===== config.mk =====
export PLATFORM = sky130hd
export DESIGN_NAME = scl_clkgen
export DESIGN_NICKNAME = d
export VERILOG_FILES = /design/src/rtl/scl_gen_pkg.sv /design/src/rtl/scl_cfg_shadow.sv /design/src/rtl/scl_phase_fsm.sv /design/src/rtl/scl_clkgen.sv
export SDC_FILE = /design/constraint.sdc
export NUM_CORES = 1
export LEC_CHECK = 0
export CORE_MARGIN = 4
export CORE_UTILIZATION = 63
export CTS_CLUSTER_SIZE = 28
export DETAILED_ROUTE_END_ITERATION = 8
export HOLD_SLACK_MARGIN = 0.05
export PLACE_DENSITY = 0.83
export SETUP_SLACK_MARGIN = 0.2
export SYNTH_ARGS = -nofsm -noshare
export SYNTH_HDL_FRONTEND = slang
export SYNTH_SLANG_ARGS = --single-unit

===== constraint.sdc =====
create_clock -name clk -period 9.3 [get_ports clk]
set_input_delay 1.86 -clock clk [delete_from_list [all_inputs] [get_ports clk]]
set_output_delay 1.86 -clock clk [all_outputs]
set_load 0.005 [all_outputs]

===== src/rtl/scl_gen_pkg.sv =====
package scl_gen_pkg;

    typedef enum logic [1:0] {
        PH_OFF  = 2'd0,
        PH_LOW  = 2'd1,
        PH_WAIT = 2'd2,
        PH_HIGH = 2'd3
    } phase_e;

    typedef enum logic [1:0] {
        RT_EVEN         = 2'd0,
        RT_TWO_ONE      = 2'd1,
        RT_SIXTEEN_NINE = 2'd2
    } ratio_e;

    typedef struct packed {
        logic [4:0] lo_mult;
        logic [3:0] hi_mult;
        logic [2:0] min_div;
    } ratio_shape_t;

    function automatic ratio_e pick_ratio(input logic fast, input logic duty);
        if (!fast)     return RT_EVEN;
        else if (duty) return RT_SIXTEEN_NINE;
        else           return RT_TWO_ONE;
    endfunction

    function automatic ratio_shape_t shape_of(input ratio_e r);
        ratio_shape_t s;
        case (r)
            RT_TWO_ONE:      s = '{lo_mult: 5'd2,  hi_mult: 4'd1, min_div: 3'd1};
            RT_SIXTEEN_NINE: s = '{lo_mult: 5'd16, hi_mult: 4'd9, min_div: 3'd1};
            default:         s = '{lo_mult: 5'd1,  hi_mult: 4'd1, min_div: 3'd4};
        endcase
        return s;
    endfunction

endpackage


===== src/rtl/scl_cfg_shadow.sv =====
module scl_cfg_shadow
    import scl_gen_pkg::*;
#(
    parameter int DIV_W   = 12,
    parameter int FREQ_W  = 6,
    parameter int RISE_W  = 6,
    parameter int CNT_W   = DIV_W + 4,
    parameter int MIN_MHZ = 2,
    parameter int MAX_MHZ = 36
) (
    input  logic              clk,
    input  logic              rst,
    input  logic              load,
    input  logic [FREQ_W-1:0] freq_mhz,
    input  logic [DIV_W-1:0]  divider,
    input  logic              fast_sel,
    input  logic              duty_sel,
    input  logic [RISE_W-1:0] rise_clks,
    output logic [CNT_W-1:0]  low_len,
    output logic [CNT_W-1:0]  high_len,
    output logic [RISE_W-1:0] rise_allow,
    output logic              cfg_bad
);

    logic [FREQ_W-1:0] freq_q;
    logic [DIV_W-1:0]  div_q;
    ratio_e            ratio_q;
    logic [RISE_W-1:0] rise_q;

    always_ff @(posedge clk) begin
        if (rst) begin
            freq_q  <= '0;
            div_q   <= '0;
            ratio_q <= RT_EVEN;
            rise_q  <= '0;
        end else if (load) begin
            freq_q  <= freq_mhz;
            div_q   <= divider;
            ratio_q <= pick_ratio(fast_sel, duty_sel);
            rise_q  <= rise_clks;
        end
    end

    ratio_shape_t     shp;
    logic [DIV_W-1:0] floor_v;
    logic [DIV_W-1:0] eff_div;

    always_comb begin
        shp      = shape_of(ratio_q);
        floor_v  = DIV_W'(shp.min_div);
        eff_div  = (div_q < floor_v) ? floor_v : div_q;
        low_len  = CNT_W'(eff_div) * CNT_W'(shp.lo_mult);
        high_len = CNT_W'(eff_div) * CNT_W'(shp.hi_mult);
    end

    assign rise_allow = rise_q;
    assign cfg_bad    = (freq_q < FREQ_W'(MIN_MHZ)) || (freq_q > FREQ_W'(MAX_MHZ));

    // settings stay frozen while the generator runs
    p_frozen_r10: assert property (@(posedge clk) disable iff (rst)
        (!load && $past(!load)) |-> ($stable(low_len) && $stable(high_len) && $stable(rise_allow)));

    p_lengths_nonzero_r4: assert property (@(posedge clk) disable iff (rst)
        !load |-> (low_len != '0 && high_len != '0));

endmodule


===== src/rtl/scl_phase_fsm.sv =====
module scl_phase_fsm
    import scl_gen_pkg::*;
#(
    parameter int RISE_W = 6,
    parameter int CNT_W  = 16
) (
    input  logic              clk,
    input  logic              rst,
    input  logic              enable,
    input  logic              cfg_bad,
    input  logic              scl_in,
    input  logic [CNT_W-1:0]  low_len,
    input  logic [CNT_W-1:0]  high_len,
    input  logic [RISE_W-1:0] rise_allow,
    output logic              pull_low,
    output logic              low_strb,
    output logic              high_strb,
    output logic              idle
);

    phase_e           state, nxt_state;
    logic [CNT_W-1:0] cnt, nxt_cnt;

    logic [CNT_W-1:0] rise_w;
    logic [CNT_W-1:0] credit;
    logic [CNT_W-1:0] hi_last;
    logic [CNT_W-1:0] hi_start;
    logic             low_end;
    logic             high_end;

    always_comb begin
        rise_w   = CNT_W'(rise_allow);
        credit   = ((cnt < rise_w) ? cnt : rise_w) + CNT_W'(1);
        hi_last  = high_len - CNT_W'(1);
        hi_start = (credit > hi_last) ? hi_last : credit;
        low_end  = (cnt >= low_len - CNT_W'(1));
        high_end = (cnt >= hi_last);
    end

    always_comb begin
        nxt_state = state;
        nxt_cnt   = cnt;
        unique case (state)
            PH_OFF: begin
                nxt_cnt = '0;
                if (!cfg_bad) nxt_state = PH_LOW;
            end
            PH_LOW: begin
                if (low_end) begin
                    nxt_state = PH_WAIT;
                    nxt_cnt   = '0;
                end else begin
                    nxt_cnt = cnt + CNT_W'(1);
                end
            end
            PH_WAIT: begin
                if (scl_in) begin
                    nxt_state = PH_HIGH;
                    nxt_cnt   = hi_start;
                end else if (cnt != '1) begin
                    nxt_cnt = cnt + CNT_W'(1);
                end
            end
            PH_HIGH: begin
                if (high_end) begin
                    nxt_state = PH_LOW;
                    nxt_cnt   = '0;
                end else begin
                    nxt_cnt = cnt + CNT_W'(1);
                end
            end
            default: begin
                nxt_state = PH_OFF;
                nxt_cnt   = '0;
            end
        endcase
        if (!enable) begin
            nxt_state = PH_OFF;
            nxt_cnt   = '0;
        end
    end

    always_ff @(posedge clk) begin
        if (rst) begin
            state <= PH_OFF;
            cnt   <= '0;
        end else begin
            state <= nxt_state;
            cnt   <= nxt_cnt;
        end
    end

    assign pull_low  = (state == PH_LOW);
    assign low_strb  = (state == PH_LOW) && low_end;
    assign high_strb = (state == PH_HIGH) && high_end;
    assign idle      = (state == PH_OFF);

    // a disabled generator lets SCL go on the next cycle
    p_off_released_r8: assert property (@(posedge clk) disable iff (rst)
        !enable |=> !pull_low);

    // end of low phase is followed by a release
    p_low_strb_release_r7: assert property (@(posedge clk) disable iff (rst)
        (low_strb && enable) |=> !pull_low);

    // end of released phase is followed by a pull-down
    p_high_strb_pull_r7: assert property (@(posedge clk) disable iff (rst)
        (high_strb && enable) |=> pull_low);

    // a slave holding SCL low keeps the generator waiting
    p_stretch_hold_r6: assert property (@(posedge clk) disable iff (rst)
        (enable && state == PH_WAIT && !scl_in) |=> (state == PH_WAIT));

    // a bad frequency keeps the generator idle
    p_err_blocks_r9: assert property (@(posedge clk) disable iff (rst)
        (idle && cfg_bad) |=> idle);

    p_low_bound_r1: assert property (@(posedge clk) disable iff (rst)
        (state == PH_LOW) |-> (cnt < low_len));

endmodule


===== src/rtl/scl_clkgen.sv =====
module scl_clkgen
    import scl_gen_pkg::*;
#(
    parameter int DIV_W   = 12,
    parameter int FREQ_W  = 6,
    parameter int RISE_W  = 6,
    parameter int MIN_MHZ = 2,
    parameter int MAX_MHZ = 36
) (
    input  logic              clk,
    input  logic              rst,
    input  logic              enable,
    input  logic [FREQ_W-1:0] freq_mhz,
    input  logic [DIV_W-1:0]  divider,
    input  logic              fast_sel,
    input  logic              duty_sel,
    input  logic [RISE_W-1:0] rise_clks,
    input  logic              scl_in,
    output logic              scl_pull_low,
    output logic              low_strobe,
    output logic              high_strobe,
    output logic              cfg_err
);

    localparam int CNT_W = DIV_W + 4;

    logic [CNT_W-1:0]  low_len;
    logic [CNT_W-1:0]  high_len;
    logic [RISE_W-1:0] rise_allow;
    logic              cfg_bad;
    logic              idle;

    scl_cfg_shadow #(
        .DIV_W   (DIV_W),
        .FREQ_W  (FREQ_W),
        .RISE_W  (RISE_W),
        .CNT_W   (CNT_W),
        .MIN_MHZ (MIN_MHZ),
        .MAX_MHZ (MAX_MHZ)
    ) u_cfg (
        .clk        (clk),
        .rst        (rst),
        .load       (idle),
        .freq_mhz   (freq_mhz),
        .divider    (divider),
        .fast_sel   (fast_sel),
        .duty_sel   (duty_sel),
        .rise_clks  (rise_clks),
        .low_len    (low_len),
        .high_len   (high_len),
        .rise_allow (rise_allow),
        .cfg_bad    (cfg_bad)
    );

    scl_phase_fsm #(
        .RISE_W (RISE_W),
        .CNT_W  (CNT_W)
    ) u_fsm (
        .clk        (clk),
        .rst        (rst),
        .enable     (enable),
        .cfg_bad    (cfg_bad),
        .scl_in     (scl_in),
        .low_len    (low_len),
        .high_len   (high_len),
        .rise_allow (rise_allow),
        .pull_low   (scl_pull_low),
        .low_strb   (low_strobe),
        .high_strb  (high_strobe),
        .idle       (idle)
    );

    assign cfg_err = enable && idle && cfg_bad;

    p_err_released_r9: assert property (@(posedge clk) disable iff (rst)
        cfg_err |-> !scl_pull_low);

endmodule


Yosys cells after proc, flatten, opt, wreduce, memory -nomap -nowiden
Index checks and enable logic that the tools add are counted.

Register bits: 44. Input port bits: 30. Output and inout bits: 4. Word-level logic and storage cells: 55.

Add/sub/neg operators: 4. Multiply operators: 2. $lt $le $gt $ge: 7. Equal/unequal tests: 11. Muxes and demuxes: 16. Bitwise gates (word level): 1. Reductions and logical operators: 8.

Operator list (number): two-way mux 16 bit (6); one-hot mux 16 bit (4 select lines) (1); adder 16 x 1 -> 16 bit, second input constant (2); >= comparator 16 bit (2); subtractor 16 x 1 -> 16 bit, second input constant (2); one-hot mux 12 bit (2 select lines) (1); greater-than comparator 16 bit (1); < comparator 16 x 6 -> 1 bit (1); multiplier 12 x 4 -> 16 bit (1); multiplier 12 x 5 -> 16 bit (1); != test 16 bit, second input constant (1); < comparator 12 x 3 -> 1 bit (1); two-way mux 12 bit (1); two-way mux 2 bit (6); one-hot mux 2 bit (4 select lines) (1); == test 2 bit, second input constant (3); greater-than comparator 6 bit, second input constant (1); < comparator 6 x 2 -> 1 bit, second input constant (1); == test 2 x 1 -> 1 bit, second input constant (2); logical AND 1 bit (4); != test 2 x 1 -> 1 bit, second input constant (2); != test 2 bit, second input constant (2); AND reduction 4 bit (1); != test 3 x 2 -> 1 bit, second input constant (1); 4 further kinds (4).

Logic depth before layout (Yosys ltp)
Depth after elaboration: 10. Gate-level depth with buffers: 36. Gate-level depth less buffers: 34.

By module
A second synthesis with hierarchy kept.

Cells, all modules: 755. Area total of the unflattened synthesis: 6053.3 um2.

Modules (own cells, without submodules): scl_phase_fsm (instances 1, cells an instance 416, area each 3215.6 um2, seq. area each 360.3 um2); scl_cfg_shadow (instances 1, cells an instance 338, area each 2831.5 um2, seq. area each 520.5 um2); scl_clkgen (instances 1, cells an instance 1, area each 6.3 um2, seq. area each 0.0 um2).

Worst setup path after synthesis
OpenSTA, ideal clock, no wires.

Path type: register to output. Start point: register u_cfg.ratio_q[0]. End point: output port low_strobe. Arrival: 5.897 ns. Data required time: 7.440 ns. Path slack: 1.543 ns. Stages on the path, launching flop included: 28. Buffers on the path: 1. Cells stage by stage: dfxtp_1 > inv_1 > ha_1 > clkbuf_1 > inv_1 > ha_1 > o31ai_1 > nand4_1 > a21oi_1 > nor2b_1 > ha_1 > fa_1 > inv_1 > ha_1 > a21o_1 > a21oi_1 > nand2b_1 > a21oi_1 > o311a_1 > o311ai_0 > nand2b_1 > a21oi_1 > xor2_1 > ha_1 > or4_1 > a221oi_1 > o221a_2 > nor3b_1.

Word-level cells in the longest chain between the ends: 8. Elaborated cells on any way between the ends: 9. Those cells by class: add/sub (1); mul (1); order compare (2); eq/ne (2); mux (2); reduce/logical (1).

RTL lines: from (decl) (line scl_cfg_shadow.sv:27) `ratio_e ratio_q;`; from (signal assigned) (line scl_cfg_shadow.sv:39) `ratio_q <= pick_ratio(fast_sel, duty_sel);`; == test 2 bit / == test 2 x 1 -> 1 bit (equally long branches) (line scl_gen_pkg.sv:30) `case (r)`; one-hot mux 12 bit (2 select lines) * (line scl_gen_pkg.sv:30); < comparator 12 x 3 -> 1 bit (line scl_cfg_shadow.sv:51) `eff_div = (div_q < floor_v) ? floor_v : div_q;`; two-way mux 12 bit (line scl_cfg_shadow.sv:51); multiplier 12 x 5 -> 16 bit * (line scl_cfg_shadow.sv:52) `low_len = CNT_W'(eff_div) * CNT_W'(shp.lo_mult);`; subtractor 16 x 1 -> 16 bit * (line scl_phase_fsm.sv:36) `low_end = (cnt >= low_len - CNT_W'(1));`; >= comparator 16 bit * (line scl_phase_fsm.sv:36); logical AND 1 bit * (line scl_phase_fsm.sv:94) `assign low_strb = (state == PH_LOW) && low_end;`; to (decl) (line scl_clkgen.sv:20) `output logic low_strobe,`.

Mark *: on every way between the ends. The rest lies on a longest branch, timed or not.

Final worst setup path
Same ends and word-level chain as after synthesis.

==> results.sh <==
export IMPL_relSlewSlack=0.403
export IMPL_internal_power_mw=0.543
export IMPL_core_um2=9820
export IMPL_pwr_density_cell_nw_per_um2=150
export IMPL_hold_slack_ns=0.510
export IMPL_min_from="u_cfg.freq_q[3]"
export IMPL_cts_hold_fix_buffers=0
export IMPL_grt_max_degree=35
export IMPL_io_buffers=33
export IMPL_syn_to_final_growth_pct=8.72
export IMPL_timing_final_hold_violations=0
export IMPL_die_h_um=109
export IMPL_r2r_start="u_cfg.ratio_q[0]"
export IMPL_ys_seq_area_frac=0.138
export IMPL_synth_avg_cell_area_um2=8.00
export IMPL_cp_start_kind="flop"
export IMPL_final_cell_mix="ha_1 (112), inv_1 (106), nor2_1 (71)"
export IMPL_clk_latency_ns=0.32
export IMPL_ir_drop_mv=0.119
export IMPL_fill_cells=811
export IMPL_synth_ff_type="dfxtp_1"
export IMPL_r2r_cells=34
export IMPL_synth_cell_types=74
export IMPL_p_seq_frac=0.206
export IMPL_cts_sinks=44
export IMPL_die_area_um2=11800
export IMPL_antenna_found_initial=0
export IMPL_drtIter0Drc=395
export IMPL_clk_pin_slew_ns=0.08
export IMPL_drcViolationCount=0
export IMPL_rsz0062_at_grt="yes"
export IMPL_cts_root_buf="clkbuf_8"
export IMPL_async_flop_share=0
export IMPL_r2r_end="u_fsm.cnt[6]"
export IMPL_final_max_slew_viol_count=0
export IMPL_design_area_um2=6940
export IMPL_syn_inst=798
export IMPL_ant_nets=0
export IMPL_yosys_warnings=0
export IMPL_place_gp_congestion=0.952
export IMPL_grt_pass1_wl_um=27100
export IMPL_hpwl_um=13300
export IMPL_layout_nets=989
export IMPL_viasPerCell=6.05
export IMPL_combPwrFrac=0.666
export IMPL_drt_wl_total_um=16200
export IMPL_finalCritPeriodShare=0.942
export IMPL_routedWlPerCell_um=17.0
export IMPL_clockBufferDepth=2
export IMPL_setup_viol=0
export IMPL_multi_input_area_um2=5040
export IMPL_required_ns=7.44
export IMPL_cts_max_level=2
export IMPL_cts_buffers=5
export IMPL_p_sw_frac=0.478
export IMPL_worst_pin_slew_ns=0.896
export IMPL_start_util=0.650
export IMPL_critical_path_class="reg2out"
export IMPL_endpoint_kind="output pin"
export IMPL_worstPathMaxFanout=10
export IMPL_drtPass1Iterations=7
export IMPL_vias=5776
export IMPL_track_usage=0.285
export IMPL_ys_ff_latch=44
export IMPL_grt_overflow=0
export IMPL_min_path_cells=2
export IMPL_clockPowerShare=0.127
export IMPL_power_leakage_nw=3.38
export IMPL_whs_endpoint="u_cfg.freq_q[3]"
export IMPL_num_rows=36
export IMPL_synth_edf_count=0
export IMPL_diodes=0
export IMPL_regArea_um2=881
export IMPL_crit_arrival_ns=6.90
export IMPL_cts_tree="yes"
export IMPL_placed_area_um2=6810
export IMPL_r2r_setup_slack_ns=2.34
export IMPL_tns_ns=0
export IMPL_fin_crit_ns=8.76
export IMPL_status="completed"
export IMPL_net_switching_power_mw=0.498
export IMPL_final_common_cell="ha_1"
export IMPL_grt_pass1_vias=5918
export IMPL_io_pins=34
export IMPL_clock_skew_ns=0.00992
export IMPL_max_stage_delay_ns=0.52
export IMPL_fmax_ghz=0.114
export IMPL_layout_drive_gt1_share=0.0511
export IMPL_die_x_um=109
export IMPL_crit_slowest_cell="or4_1"
export IMPL_synth_area_um2=6390
export IMPL_maxCapViolCount=0
export IMPL_worst_hold_path_type="reg2reg"
cell families (layout without fill, tap and decap cells):
| logic type | after synthesis | after routing | synth area share |
|---|---|---|---|
| adders and majority gates | 139 | 139 | 0.300 |
| DFF | 44 | 44 | 0.138 |
| AOI/OAI and AO/OA | 147 | 147 | 0.170 |
| other | 1 | 6 | 0.000587 |
| muxes | 32 | 32 | 0.0503 |
| xor gates and xnor gates | 45 | 45 | 0.0617 |
| and+or+nand+nor | 257 | 257 | 0.199 |
| buffers and inverters | 133 | 152 | 0.0807 |
what timing repair did:
| item | CTS | global route |
|---|---|---|
| setup buffers | 1 | 0 |
| resized for setup | 3 | 10 |
| pin swaps | 2 | 1 |
| setup endpoints to repair | 2 | 2 |
state kept, by name, indices dropped and copies added (netlist names):
signal / flops
u_fsm.state: 2
u_cfg.ratio_q: 2
u_cfg.rise_allow: 6
u_cfg.div_q: 12
u_cfg.freq_q: 6
u_fsm.cnt: 16
critical path: cells and delay by family, from the launching register on:
| kind | cells | cell delay, ns |
|---|---|---|
| AO/OA/AOI/OAI | 10 | 1.68 |
| XOR/XNOR | 1 | 0.09 |
| adder cells (fa/ha/maj) | 7 | 2.09 |
| buffers and inverters | 7 | 1.07 |
| flip-flops | 1 | 0.35 |
| AND/OR/NAND/NOR | 7 | 1.31 |
cell type report:
class | instances | share of cell area
tap | 133 | 0.0240
sequential | 44 | 0.127
inverter | 108 | 0.0584
clock buffer | 7 | 0.0124
clock inverter | 1 | 0.00108
timing repair buffer | 36 | 0.0508
multi-input combinational | 626 | 0.726
synthesized netlist by cell type (all sizes together), types with 10 or more instances:
master	number	area, um2
and2	25	156
xnor2	25	219
ha	114	1430
fa	24	480
a21oi	35	186
nor2	73	274
inv	108	405
nand2	60	233
nand2b	18	113
dfxtp	44	881
xor2	20	175
nand4	10	62.6
clkbuf	20	75.1
o22ai	10	62.6
o21ai	26	130
mux2i	31	310
nor3	11	55.1
nand3	27	135
per-stage QoR:
| stage | instances | worst slack [ns] | utilization | power, mW |
|---|---|---|---|---|
| 5_1_grt | 955 | 0.153 | 0.707 | 1.13 |
| 2_1_floorplan | 803 | 1.54 | - | 0.728 |
| 6_report | 955 | 0.535 | 0.707 | 1.04 |
| 3_5_place_dp | 946 | 0.391 | 0.694 | 0.886 |
| 3_3_place_gp | 946 | 0.753 | 0.694 | 0.855 |
| 4_1_cts | 955 | 0.202 | 0.705 | 1.02 |
metal layers:
metal  global-route usage  part of all wire  vias up
met3               0.0527             0.065       45
met5                    0                 0        -
met2                0.496              0.49      208
met4               0.0956             0.026        0
li1                     -                 -     2796
met1                0.355              0.42     2727
worst max-delay path by stage:
stage	endpoint	slack [ns]	startpoint
6_report	low_strobe	0.54	u_cfg.ratio_q[0]
3_5_place_dp	low_strobe	0.39	u_cfg.ratio_q[0]
3_3_place_gp	low_strobe	0.75	u_cfg.ratio_q[0]
5_1_grt	low_strobe	0.15	u_cfg.ratio_q[0]
2_1_floorplan	low_strobe	1.54	u_cfg.ratio_q[0]
4_1_cts	low_strobe	0.20	u_cfg.ratio_q[0]
power groups by stage:
stage               Clock, mW  Sequential, mW  Combinational, mW
floorplan                   0           0.212              0.516
global placement            0           0.218              0.637
detailed placement          0           0.219              0.667
CTS                     0.135           0.214              0.673
global route            0.143           0.217              0.772
finish                  0.132           0.215              0.694
Power figures use the tool's default switching activity.
